### src/rtl/rshift_pkg.sv
package rshift_pkg;

    localparam int NUM_OPS = 4;

    // op_sel bit positions
    localparam int SEL_SRL  = 0;
    localparam int SEL_SRA  = 1;
    localparam int SEL_SRLW = 2;
    localparam int SEL_SRAW = 3;

    typedef struct packed {
        logic ok;     // exactly one select bit set
        logic err;    // zero or several select bits set
        logic word;   // 32-bit form
        logic arith;  // sign fill
    } rs_ctrl_t;

    function automatic rs_ctrl_t rs_decode(input logic [NUM_OPS-1:0] sel);
        rs_ctrl_t d;
        d.ok    = ($countones(sel) == 1);
        d.err   = !d.ok;
        d.word  = d.ok && (sel[SEL_SRLW] || sel[SEL_SRAW]);
        d.arith = d.ok && (sel[SEL_SRA] || sel[SEL_SRAW]);
        return d;
    endfunction

endpackage

### src/rtl/rshift_ctrl.sv
module rshift_ctrl
    import rshift_pkg::*;
#(
    parameter int LIMB_W    = 16,
    parameter int NUM_LIMBS = 4,
    localparam int DATA_W   = LIMB_W * NUM_LIMBS,
    localparam int HALF_W   = DATA_W / 2,
    localparam int BS_W     = $clog2(LIMB_W),
    localparam int LS_W     = $clog2(NUM_LIMBS),
    localparam int SH_W     = BS_W + LS_W
) (
    input  logic [NUM_OPS-1:0] op_sel,
    input  logic [DATA_W-1:0]  operand_b,
    input  logic [SH_W-1:0]    shift_amt,
    output rs_ctrl_t           ctrl,
    output logic [BS_W-1:0]    bit_sh,
    output logic [LS_W-1:0]    limb_sh,
    output logic [LS_W-1:0]    top_idx,
    output logic               fill_bit,
    output logic [DATA_W-1:0]  src
);

    localparam logic [LS_W-1:0] WORD_LS_MASK = LS_W'(NUM_LIMBS / 2 - 1);
    localparam logic [LS_W-1:0] FULL_TOP     = LS_W'(NUM_LIMBS - 1);
    localparam logic [LS_W-1:0] WORD_TOP     = LS_W'(NUM_LIMBS / 2 - 1);

    always_comb begin
        ctrl    = rs_decode(op_sel);
        bit_sh  = shift_amt[BS_W-1:0];
        limb_sh = ctrl.word ? (shift_amt[SH_W-1:BS_W] & WORD_LS_MASK)
                            : shift_amt[SH_W-1:BS_W];
        top_idx = ctrl.word ? WORD_TOP : FULL_TOP;
        if (ctrl.word) begin
            fill_bit = ctrl.arith && operand_b[HALF_W-1];
            src      = {{HALF_W{1'b0}}, operand_b[HALF_W-1:0]};
        end else begin
            fill_bit = ctrl.arith && operand_b[DATA_W-1];
            src      = operand_b;
        end
    end

endmodule

### src/rtl/rshift_limb_split.sv
module rshift_limb_split #(
    parameter int LIMB_W    = 16,
    parameter int NUM_LIMBS = 4,
    localparam int DATA_W   = LIMB_W * NUM_LIMBS,
    localparam int BS_W     = $clog2(LIMB_W)
) (
    input  logic [DATA_W-1:0]                  src,
    input  logic [BS_W-1:0]                    bit_sh,
    output logic [NUM_LIMBS-1:0][LIMB_W-1:0]   part
);

    // Each partial limb is its own high part plus the low part of the limb above.
    for (genvar i = 0; i < NUM_LIMBS; i++) begin : g_limb
        logic [LIMB_W-1:0]   upper;
        logic [2*LIMB_W-1:0] pair;
        logic [2*LIMB_W-1:0] moved;

        if (i == NUM_LIMBS - 1) begin : g_top
            assign upper = '0;
        end else begin : g_mid
            assign upper = src[(i+1)*LIMB_W +: LIMB_W];
        end

        assign pair    = {upper, src[i*LIMB_W +: LIMB_W]};
        assign moved   = pair >> bit_sh;
        assign part[i] = moved[LIMB_W-1:0];
    end

endmodule

### src/rtl/rshift_limb_select.sv
module rshift_limb_select #(
    parameter int LIMB_W    = 16,
    parameter int NUM_LIMBS = 4,
    localparam int DATA_W   = LIMB_W * NUM_LIMBS,
    localparam int BS_W     = $clog2(LIMB_W),
    localparam int LS_W     = $clog2(NUM_LIMBS)
) (
    input  logic [NUM_LIMBS-1:0][LIMB_W-1:0] part,
    input  logic [BS_W-1:0]                  bit_sh,
    input  logic [LS_W-1:0]                  limb_sh,
    input  logic [LS_W-1:0]                  top_idx,
    input  logic                             fill_bit,
    output logic [DATA_W-1:0]                res
);

    logic [LIMB_W-1:0] fill_mask;
    logic [LIMB_W-1:0] fill_limb;

    // Top bit_sh positions of the top surviving limb take the fill bit.
    assign fill_mask = ~({LIMB_W{1'b1}} >> bit_sh) & {LIMB_W{fill_bit}};
    assign fill_limb = {LIMB_W{fill_bit}};

    for (genvar j = 0; j < NUM_LIMBS; j++) begin : g_out
        always_comb begin : p_pick
            int k;
            int cut;
            int idx;
            k   = int'(limb_sh);
            cut = int'(top_idx) - k;
            idx = j + k;
            if (idx > NUM_LIMBS - 1) begin
                idx = NUM_LIMBS - 1;
            end
            if (j < cut) begin
                res[j*LIMB_W +: LIMB_W] = part[idx];
            end else if (j == cut) begin
                res[j*LIMB_W +: LIMB_W] = part[top_idx] | fill_mask;
            end else begin
                res[j*LIMB_W +: LIMB_W] = fill_limb;
            end
        end
    end

endmodule

### src/rtl/rshift_unit.sv
module rshift_unit
    import rshift_pkg::*;
#(
    parameter int LIMB_W    = 16,
    parameter int NUM_LIMBS = 4,
    localparam int DATA_W   = LIMB_W * NUM_LIMBS,
    localparam int HALF_W   = DATA_W / 2,
    localparam int BS_W     = $clog2(LIMB_W),
    localparam int LS_W     = $clog2(NUM_LIMBS),
    localparam int SH_W     = BS_W + LS_W
) (
    input  logic               clk,
    input  logic               rst,
    input  logic               in_valid,
    input  logic [NUM_OPS-1:0] op_sel,
    input  logic [DATA_W-1:0]  operand_b,
    input  logic [SH_W-1:0]    shift_amt,
    output logic               out_valid,
    output logic               out_error,
    output logic [DATA_W-1:0]  out_result
);

    rs_ctrl_t                     ctrl;
    logic [BS_W-1:0]              bit_sh;
    logic [LS_W-1:0]              limb_sh;
    logic [LS_W-1:0]              top_idx;
    logic                         fill_bit;
    logic [DATA_W-1:0]            src;
    logic [NUM_LIMBS-1:0][LIMB_W-1:0] part;
    logic [DATA_W-1:0]            shifted;
    logic [DATA_W-1:0]            final_res;

    rshift_ctrl #(.LIMB_W(LIMB_W), .NUM_LIMBS(NUM_LIMBS)) u_ctrl (
        .op_sel    (op_sel),
        .operand_b (operand_b),
        .shift_amt (shift_amt),
        .ctrl      (ctrl),
        .bit_sh    (bit_sh),
        .limb_sh   (limb_sh),
        .top_idx   (top_idx),
        .fill_bit  (fill_bit),
        .src       (src)
    );

    rshift_limb_split #(.LIMB_W(LIMB_W), .NUM_LIMBS(NUM_LIMBS)) u_split (
        .src    (src),
        .bit_sh (bit_sh),
        .part   (part)
    );

    rshift_limb_select #(.LIMB_W(LIMB_W), .NUM_LIMBS(NUM_LIMBS)) u_select (
        .part     (part),
        .bit_sh   (bit_sh),
        .limb_sh  (limb_sh),
        .top_idx  (top_idx),
        .fill_bit (fill_bit),
        .res      (shifted)
    );

    // Word forms always sign-extend the 32-bit result.
    assign final_res = ctrl.word ? {{HALF_W{shifted[HALF_W-1]}}, shifted[HALF_W-1:0]}
                                 : shifted;

    always_ff @(posedge clk) begin
        if (rst) begin
            out_valid  <= 1'b0;
            out_error  <= 1'b0;
            out_result <= '0;
        end else begin
            out_valid <= in_valid && ctrl.ok;
            out_error <= in_valid && ctrl.err;
            if (in_valid) begin
                out_result <= ctrl.ok ? final_res : '0;
            end
        end
    end

endmodule

### config.mk
export PLATFORM = sky130hd
export DESIGN_NAME = rshift_unit
export DESIGN_NICKNAME = d
export VERILOG_FILES = /design/src/rtl/rshift_pkg.sv /design/src/rtl/rshift_ctrl.sv /design/src/rtl/rshift_limb_split.sv /design/src/rtl/rshift_limb_select.sv /design/src/rtl/rshift_unit.sv
export SDC_FILE = /design/constraint.sdc
export NUM_CORES = 1
export LEC_CHECK = 0
export BUFFER_PORTS_ARGS = -buffer_cell sky130_fd_sc_hd__buf_2
export CORE_ASPECT_RATIO = 0.75
export CORE_MARGIN = 1
export CORE_UTILIZATION = 25
export DETAILED_ROUTE_END_ITERATION = 8
export MAX_ROUTING_LAYER = met4
export SLEW_MARGIN = 20
export SYNTH_ARGS = -nofsm -noshare
export SYNTH_HDL_FRONTEND = slang
export SYNTH_SLANG_ARGS = --single-unit
### constraint.sdc
create_clock -name clk -period 7.27 [get_ports clk]
set_input_delay 1.0905 -clock clk [delete_from_list [all_inputs] [get_ports clk]]
set_output_delay 1.0905 -clock clk [all_outputs]
set_load 0.05 [all_outputs]
# == Word level (Yosys, flattened, before mapping) ==
# Index checks and enable logic that the tools add are counted.
# op_classes
n_reduce_logical,10
n_eq_ne,4
muxes,32
add_sub_neg,7
bitwise,3
magnitude_cmp,13
shifts,5
# op_table
op,count
2-to-1 mux 16 bit,17
2-to-1 mux 64 bit,3
binary-select mux 16 bit (select 2 bit),5
"greater-than comparator 32 x 3 -> 1 bit, second input constant",3
"less-than comparator 32 x 4 -> 1 bit, second input constant",3
2-to-1 mux 32 bit,3
right shift 32 x 4 -> 16 bit,3
"== test 3 x 32 -> 1 bit, first input constant",2
"less-than comparator 3 x 32 -> 1 bit, first input constant",2
adder 32 bit,1
"== test 2 x 32 -> 1 bit, first input constant",1
"== test 32 x 2 -> 1 bit, second input constant",1
zero test 32 bit,1
"less-than comparator 1 x 32 -> 1 bit, first input constant",1
"less-than comparator 2 x 32 -> 1 bit, first input constant",1
bitwise AND 16 bit,1
inverter 16 bit,1
bitwise OR 16 bit,1
right shift 16 x 4 -> 16 bit,1
"right shift 16 x 4 -> 16 bit, first input constant",1
"adder 2 x 2 -> 3 bit, first input constant",2
logical AND 1 bit,6
"less-than comparator 2 x 3 -> 1 bit, second input constant",2
2-to-1 mux 2 bit,3
7 further kinds,9
# word_totals
out_inout_bits,66
ff_bits,66

# == Logic depth before layout (Yosys ltp) ==
# depth
ltp_word,14
mapped_depth,14
depth_no_buf,11

# == By module ==
# From an unflattened synthesis, not the netlist that was laid out.
# hier_totals
cells_unflattened,960
area_unflattened_um2,8803.4
# modules_own_cells
mod,instances,cells_each,area_each_um2,seq_area_each_um2
rshift_limb_split,1,374,2925.3,0.0
rshift_limb_select,1,307,2633.8,0.0
rshift_unit,1,186,2373.5,1321.3
rshift_ctrl,1,93,870.8,0.0

# == Least setup slack after synthesis ==
# No wires, ideal clock.
# synth_path
path_type,input port to flip-flop
startpoint,input op_sel[2]
endpoint,register out_result[42]
slack_ns,3.213
stages,12
required_ns,7.153
n_path_buf,1
arrival_time_ns,3.940
path_cell_list,inv_1 -> ha_1 -> ha_1 -> fa_1 -> or4b_4 -> buf_6 -> a311o_1 -> a41o_1 -> a211oi_2 -> and2_1 -> o21ai_1 -> a22o_1
# synth_between
elab_chain_len,14
elab_cells_between_ends,42
classes_between,5 x add/sub; 4 x order compare; 3 x eq/ne; 3 x shift; 20 x mux; 2 x bitwise; 5 x reduce/logical
# synth_lines
element,line_no,text
start: declaration,rshift_unit.sv:15,"input logic [NUM_OPS-1:0] op_sel,"
adder 1 x 1 -> 2 bit (not written as such),rshift_pkg.sv:20,d.ok = ($countones(sel) == 1);
adder 32 bit (not written as such),rshift_pkg.sv:20,
== test 32 x 2 -> 1 bit,rshift_pkg.sv:20,
logical AND 1 bit,rshift_pkg.sv:22,d.word = d.ok && (sel[SEL_SRLW] || sel[SEL_SRAW]);
2-to-1 mux 2 bit,rshift_ctrl.sv:30,limb_sh = ctrl.word ? (shift_amt[SH_W-1:BS_W] & WORD_LS_MASK)
adder 2 x 2 -> 3 bit or adder 1 x 2 -> 3 bit (tied branches),rshift_limb_select.sv:30,idx = j + k;
greater-than comparator 32 x 3 -> 1 bit,rshift_limb_select.sv:31,if (idx > NUM_LIMBS - 1) begin
2-to-1 mux 32 bit,rshift_limb_select.sv:31,
binary-select mux 16 bit (select 2 bit),rshift_limb_select.sv:35,res[j*LIMB_W +: LIMB_W] = part[idx];
2-to-1 mux 16 bit (not written as such) (2 in series),rshift_limb_select.sv:35,
2-to-1 mux 16 bit,rshift_limb_select.sv:34,if (j < cut) begin
2-to-1 mux 64 bit,rshift_unit.sv:61,"assign final_res = ctrl.word ? {{HALF_W{shifted[HALF_W-1]}}, shifted[HALF_W-1:0]}"
2-to-1 mux 64 bit *,rshift_unit.sv:73,out_result <= ctrl.ok ? final_res : '0;
end signal: assignment,rshift_unit.sv:73,
end: declaration,rshift_unit.sv:20,output logic [DATA_W-1:0] out_result
# Every way passes the cells marked *; elsewhere a longest branch is shown, timed or not. The select of a mux whose other input is x is not followed.
# A chain may end at the register's enable or synchronous reset.

# == Worst setup path in the final report ==
# layout_path
startpoint,input op_sel[3]
endpoint,register out_result[29]
# layout_between
elab_chain_len,14
elab_cells_between_ends,33
classes_between,4 x add/sub; 2 x order compare; 2 x eq/ne; 3 x shift; 14 x mux; 2 x bitwise; 6 x reduce/logical
# layout_lines
element,line_no
adder 1 x 1 -> 2 bit (not written as such),rshift_pkg.sv:20
adder 32 bit (not written as such),rshift_pkg.sv:20
== test 32 x 2 -> 1 bit,rshift_pkg.sv:20
logical AND 1 bit,rshift_pkg.sv:22
2-to-1 mux 2 bit,rshift_ctrl.sv:30
adder 1 x 2 -> 3 bit,rshift_limb_select.sv:30
greater-than comparator 32 x 3 -> 1 bit,rshift_limb_select.sv:31
2-to-1 mux 32 bit,rshift_limb_select.sv:31
binary-select mux 16 bit (select 2 bit),rshift_limb_select.sv:35
2-to-1 mux 16 bit (not written as such) (2 in series),rshift_limb_select.sv:35
2-to-1 mux 16 bit,rshift_limb_select.sv:34
2-to-1 mux 64 bit,rshift_unit.sv:61
2-to-1 mux 64 bit *,rshift_unit.sv:73
# Marked as above.

==> qor.csv <==
metric,value,unit
switching part of the total,44.6,%
Logic pwr share,48.8,%
"EDFF count, synth",0,
mux contribution to synthesized area,31.7,%
FF-to-FF End,out_result[32]$_SDFFE_PP0P_,
status,finished clean,
Syn Nets,970,
# hold bufs at CTS,0,
maxcap violations,0,
CTS Buf Count,9,
Netlist cell types,80,
Synth Area in Compound Gates,26.8,%
Worst-Skew Late Latency,330,ps
clock tree from TritonCTS,done,
origin of the critical flop-to-flop path,out_result[32]$_SDFFE_PP0P_,
Initial DRT Pass Iterations,5,
final setup violation count,0,
Site Rows,55,
CP Capture Point,out_result[29]$_SDFFE_PP0P_,
DP Wirelength,27.7,mm
first-pass GRT wire length,52.8,mm
syn avg cell area,8.61,sq um
clock slew at reported path FFs,60,ps
xor-xnor portion of the synthesized cell area,0,%
part of the power in the clock network,26.7,%
Syn Std Cell Area,7640,sq um
M1 GR Usage,32.9,%
WP data arrival,5120,ps
P_int,0.897,mW
Routed Antenna Nets,0,
WL final,35.9,mm
post_cts resized,0,
GRT Resource Usage Total,23.4,%
Slew Limit Fails,0,
Synth warnings,0,
initial antenna violation count,0,
switching pwr,0.724,mW
Slew HR,34.4,%
pwr dens,185,nW/um^2
die width,204,um
GP Congestion,0.997,
"Hold Vio Cnt, Final",0,
Layout area overhead,14.9,%
Die ar.,31300,sq um
RSZ-0062 raised after global routing,false,
routed len/inst,26.1,um
Core Region,30100,sq um
Top Usage Layer GRT,met1,
R2R Setup Slk,6180,ps
fin crit share,67.3,%
Most used DFF post-synth,dfxtp_1,
Critical Path Fanout Max,34,
DR DRC count,0,
nets@finish,1055,
Critical Path Source Type,input pin,
chip height,153,um
Cells after Synth,888,
Hold WC Path Type,reg2reg,
Setup CP Type,in2reg,
via count,8218,
Power Total,1.62,mW
vias in the first global route,7842,
"Seq/Total Area, Yosys",17.3,%
Initial Util,25.4,%
port bufs,142,
min-delay src,out_result[30]$_SDFFE_PP0P_,
Critical Path RT,7500,ps
grt ovf,0,
"Async S/R FF share, synth",0,%
clk_skew,0,ps
antenna cell count,0,
post-CTS setup buffer count,0,
clk sink count,66,
pin count of the biggest net entering global routing,81,
H-Tree Depth,3,
I/O Pins,143,
post-route minimum period,4890,ps
Synth Area in Adders,0.917,%
sequential share of power,24.5,%
critical path capture point type,flip-flop,
f_max,204,MHz
Leak,3.45,nW
Fin Setup TNS,0,ps
vias per inst,5.97,
DRT iter0 DRCs,1101,
Least-Margin Pin Slew,981,ps
CTS root buf,clkbuf_16,
M3 GR Usage,5.82,%
main combinational cell family by area after synthesis,multiplexers,
met2 Resource Use GR,32.8,%
Max Root-Sink Buffers,2,
Seq cells post-synth,66,
simple-gate share of the synthesized area,15.8,%
maximum VDD drop,0.0000850,V
crit path launch,op_sel[3],
share of cells above drive strength 1,30.8,%
Worst Reg-to-Reg Cells,4,
metrics by stage:
step | std cells | hold WS [ps] | setup slack (ps) | cell area, sq um | utilization [%]
floorplan | 888 | 662 | 3210 | 7640 | -
global placement | 1361 | 441 | 2270 | 8480 | 28.1
detailed placement | 1361 | 445 | 2200 | 8480 | 28.1
CTS | 1377 | 458 | 2530 | 8780 | 29.1
global route | 1377 | 475 | 2280 | 8780 | 29.1
finish | 1377 | 452 | 2380 | 8780 | 29.1
cell usage in the layout, fill, tap and decap left out, drive strengths merged, types with 6 or more instances in the layout:
cell type | netlist | final
buf | 50 | 161
a22o | 21 | 21
a31oi | 11 | 11
o211ai | 18 | 18
o22ai | 14 | 14
nand3 | 21 | 21
o31ai | 9 | 9
a21o | 12 | 12
nor2 | 72 | 72
mux2i | 39 | 39
mux2 | 28 | 28
inv | 12 | 12
a211oi | 10 | 10
and2 | 10 | 10
a21oi | 59 | 59
clkbuf | 36 | 12
mux4 | 76 | 76
nand2 | 129 | 129
a221o | 6 | 6
o21ai | 71 | 71
dfxtp | 66 | 66
nor3 | 17 | 17
critical path: stages:
cell     delay [ps]
buf_2           110
inv_1            50
ha_1            270
ha_1            220
fa_1            530
or4b_4          790
nand2_1         640
nand2_1         220
o21ai_0         510
nor2_1          350
a32o_1          310
flip-flops by register name (all words and copies together) (netlist names):
register	count
out_error	1
out_result	64
out_valid	1
cell usage after synthesis (6+ instances only):
| library cell | count | share of area, % |
|---|---|---|
| clkbuf_1 | 34 | 1.7 |
| a221o_1 | 6 | 0.79 |
| dfxtp_1 | 66 | 17 |
| and2_1 | 10 | 0.82 |
| a21o_1 | 12 | 1.2 |
| a31oi_1 | 11 | 0.90 |
| nand3_1 | 21 | 1.4 |
| mux4_2 | 75 | 22 |
| buf_4 | 13 | 1.3 |
| o21ai_0 | 69 | 4.5 |
| mux2i_1 | 39 | 5.1 |
| a21oi_1 | 58 | 3.8 |
| mux2_2 | 27 | 4.0 |
| nor2_1 | 72 | 3.5 |
| buf_2 | 17 | 1.1 |
| nor3_1 | 17 | 1.1 |
| o211ai_1 | 18 | 1.8 |
| nand2_1 | 129 | 6.3 |
| o22ai_1 | 13 | 1.1 |
| inv_1 | 10 | 0.49 |
| o31ai_1 | 9 | 0.88 |
| a22o_1 | 21 | 2.4 |
| buf_6 | 15 | 2.2 |
| a211oi_1 | 9 | 0.88 |
cell families (layout without fill, tap and decap cells):
logic type	count (synthesis)	in the layout
compound gates	298	298
simple gates	277	277
mux	143	143
buf+inv	99	189
flops	66	66
fa+ha+maj	5	5
area by class of cell:
cell class / count / area (sq um)
clock buffers: 12 / 267
clock inverters: 4 / 25.0
fillers: 3299 / 21400
inverters: 12 / 45.0
multi-input cells: 723 / 5770
flip-flops and latches: 66 / 1320
well taps: 399 / 499
repair buffers: 161 / 860
power by group through the flow:
stage | logic (mW) | registers (mW) | clock network [mW]
after global placement | 0.770 | 0.406 | 0
after floorplan | 0.444 | 0.475 | 0
after CTS | 0.772 | 0.398 | 0.435
after detailed placement | 0.768 | 0.405 | 0
final | 0.791 | 0.397 | 0.433
after global routing | 0.828 | 0.400 | 0.451
worst min-delay path by stage:
stage / slack (ps) / endpoint / depth (start not counted)
finish: 450 / out_result[30]$_SDFFE_PP0P_ / 2
global route: 480 / out_result[24]$_SDFFE_PP0P_ / 2
CTS: 460 / out_result[30]$_SDFFE_PP0P_ / 2
detailed placement: 440 / out_result[30]$_SDFFE_PP0P_ / 2
global placement: 440 / out_result[30]$_SDFFE_PP0P_ / 2
floorplan: 660 / out_result[24]$_SDFFE_PP0P_ / 2
per-layer routing:
metal / vias to the layer above / part of all wire (%)
met5: - / 0
met4: 0 / 2.5
met3: 48 / 10
met2: 445 / 42
met1: 4102 / 45
li1: 3623 / -
No activity file was read; power rests on OpenSTA's default activity.
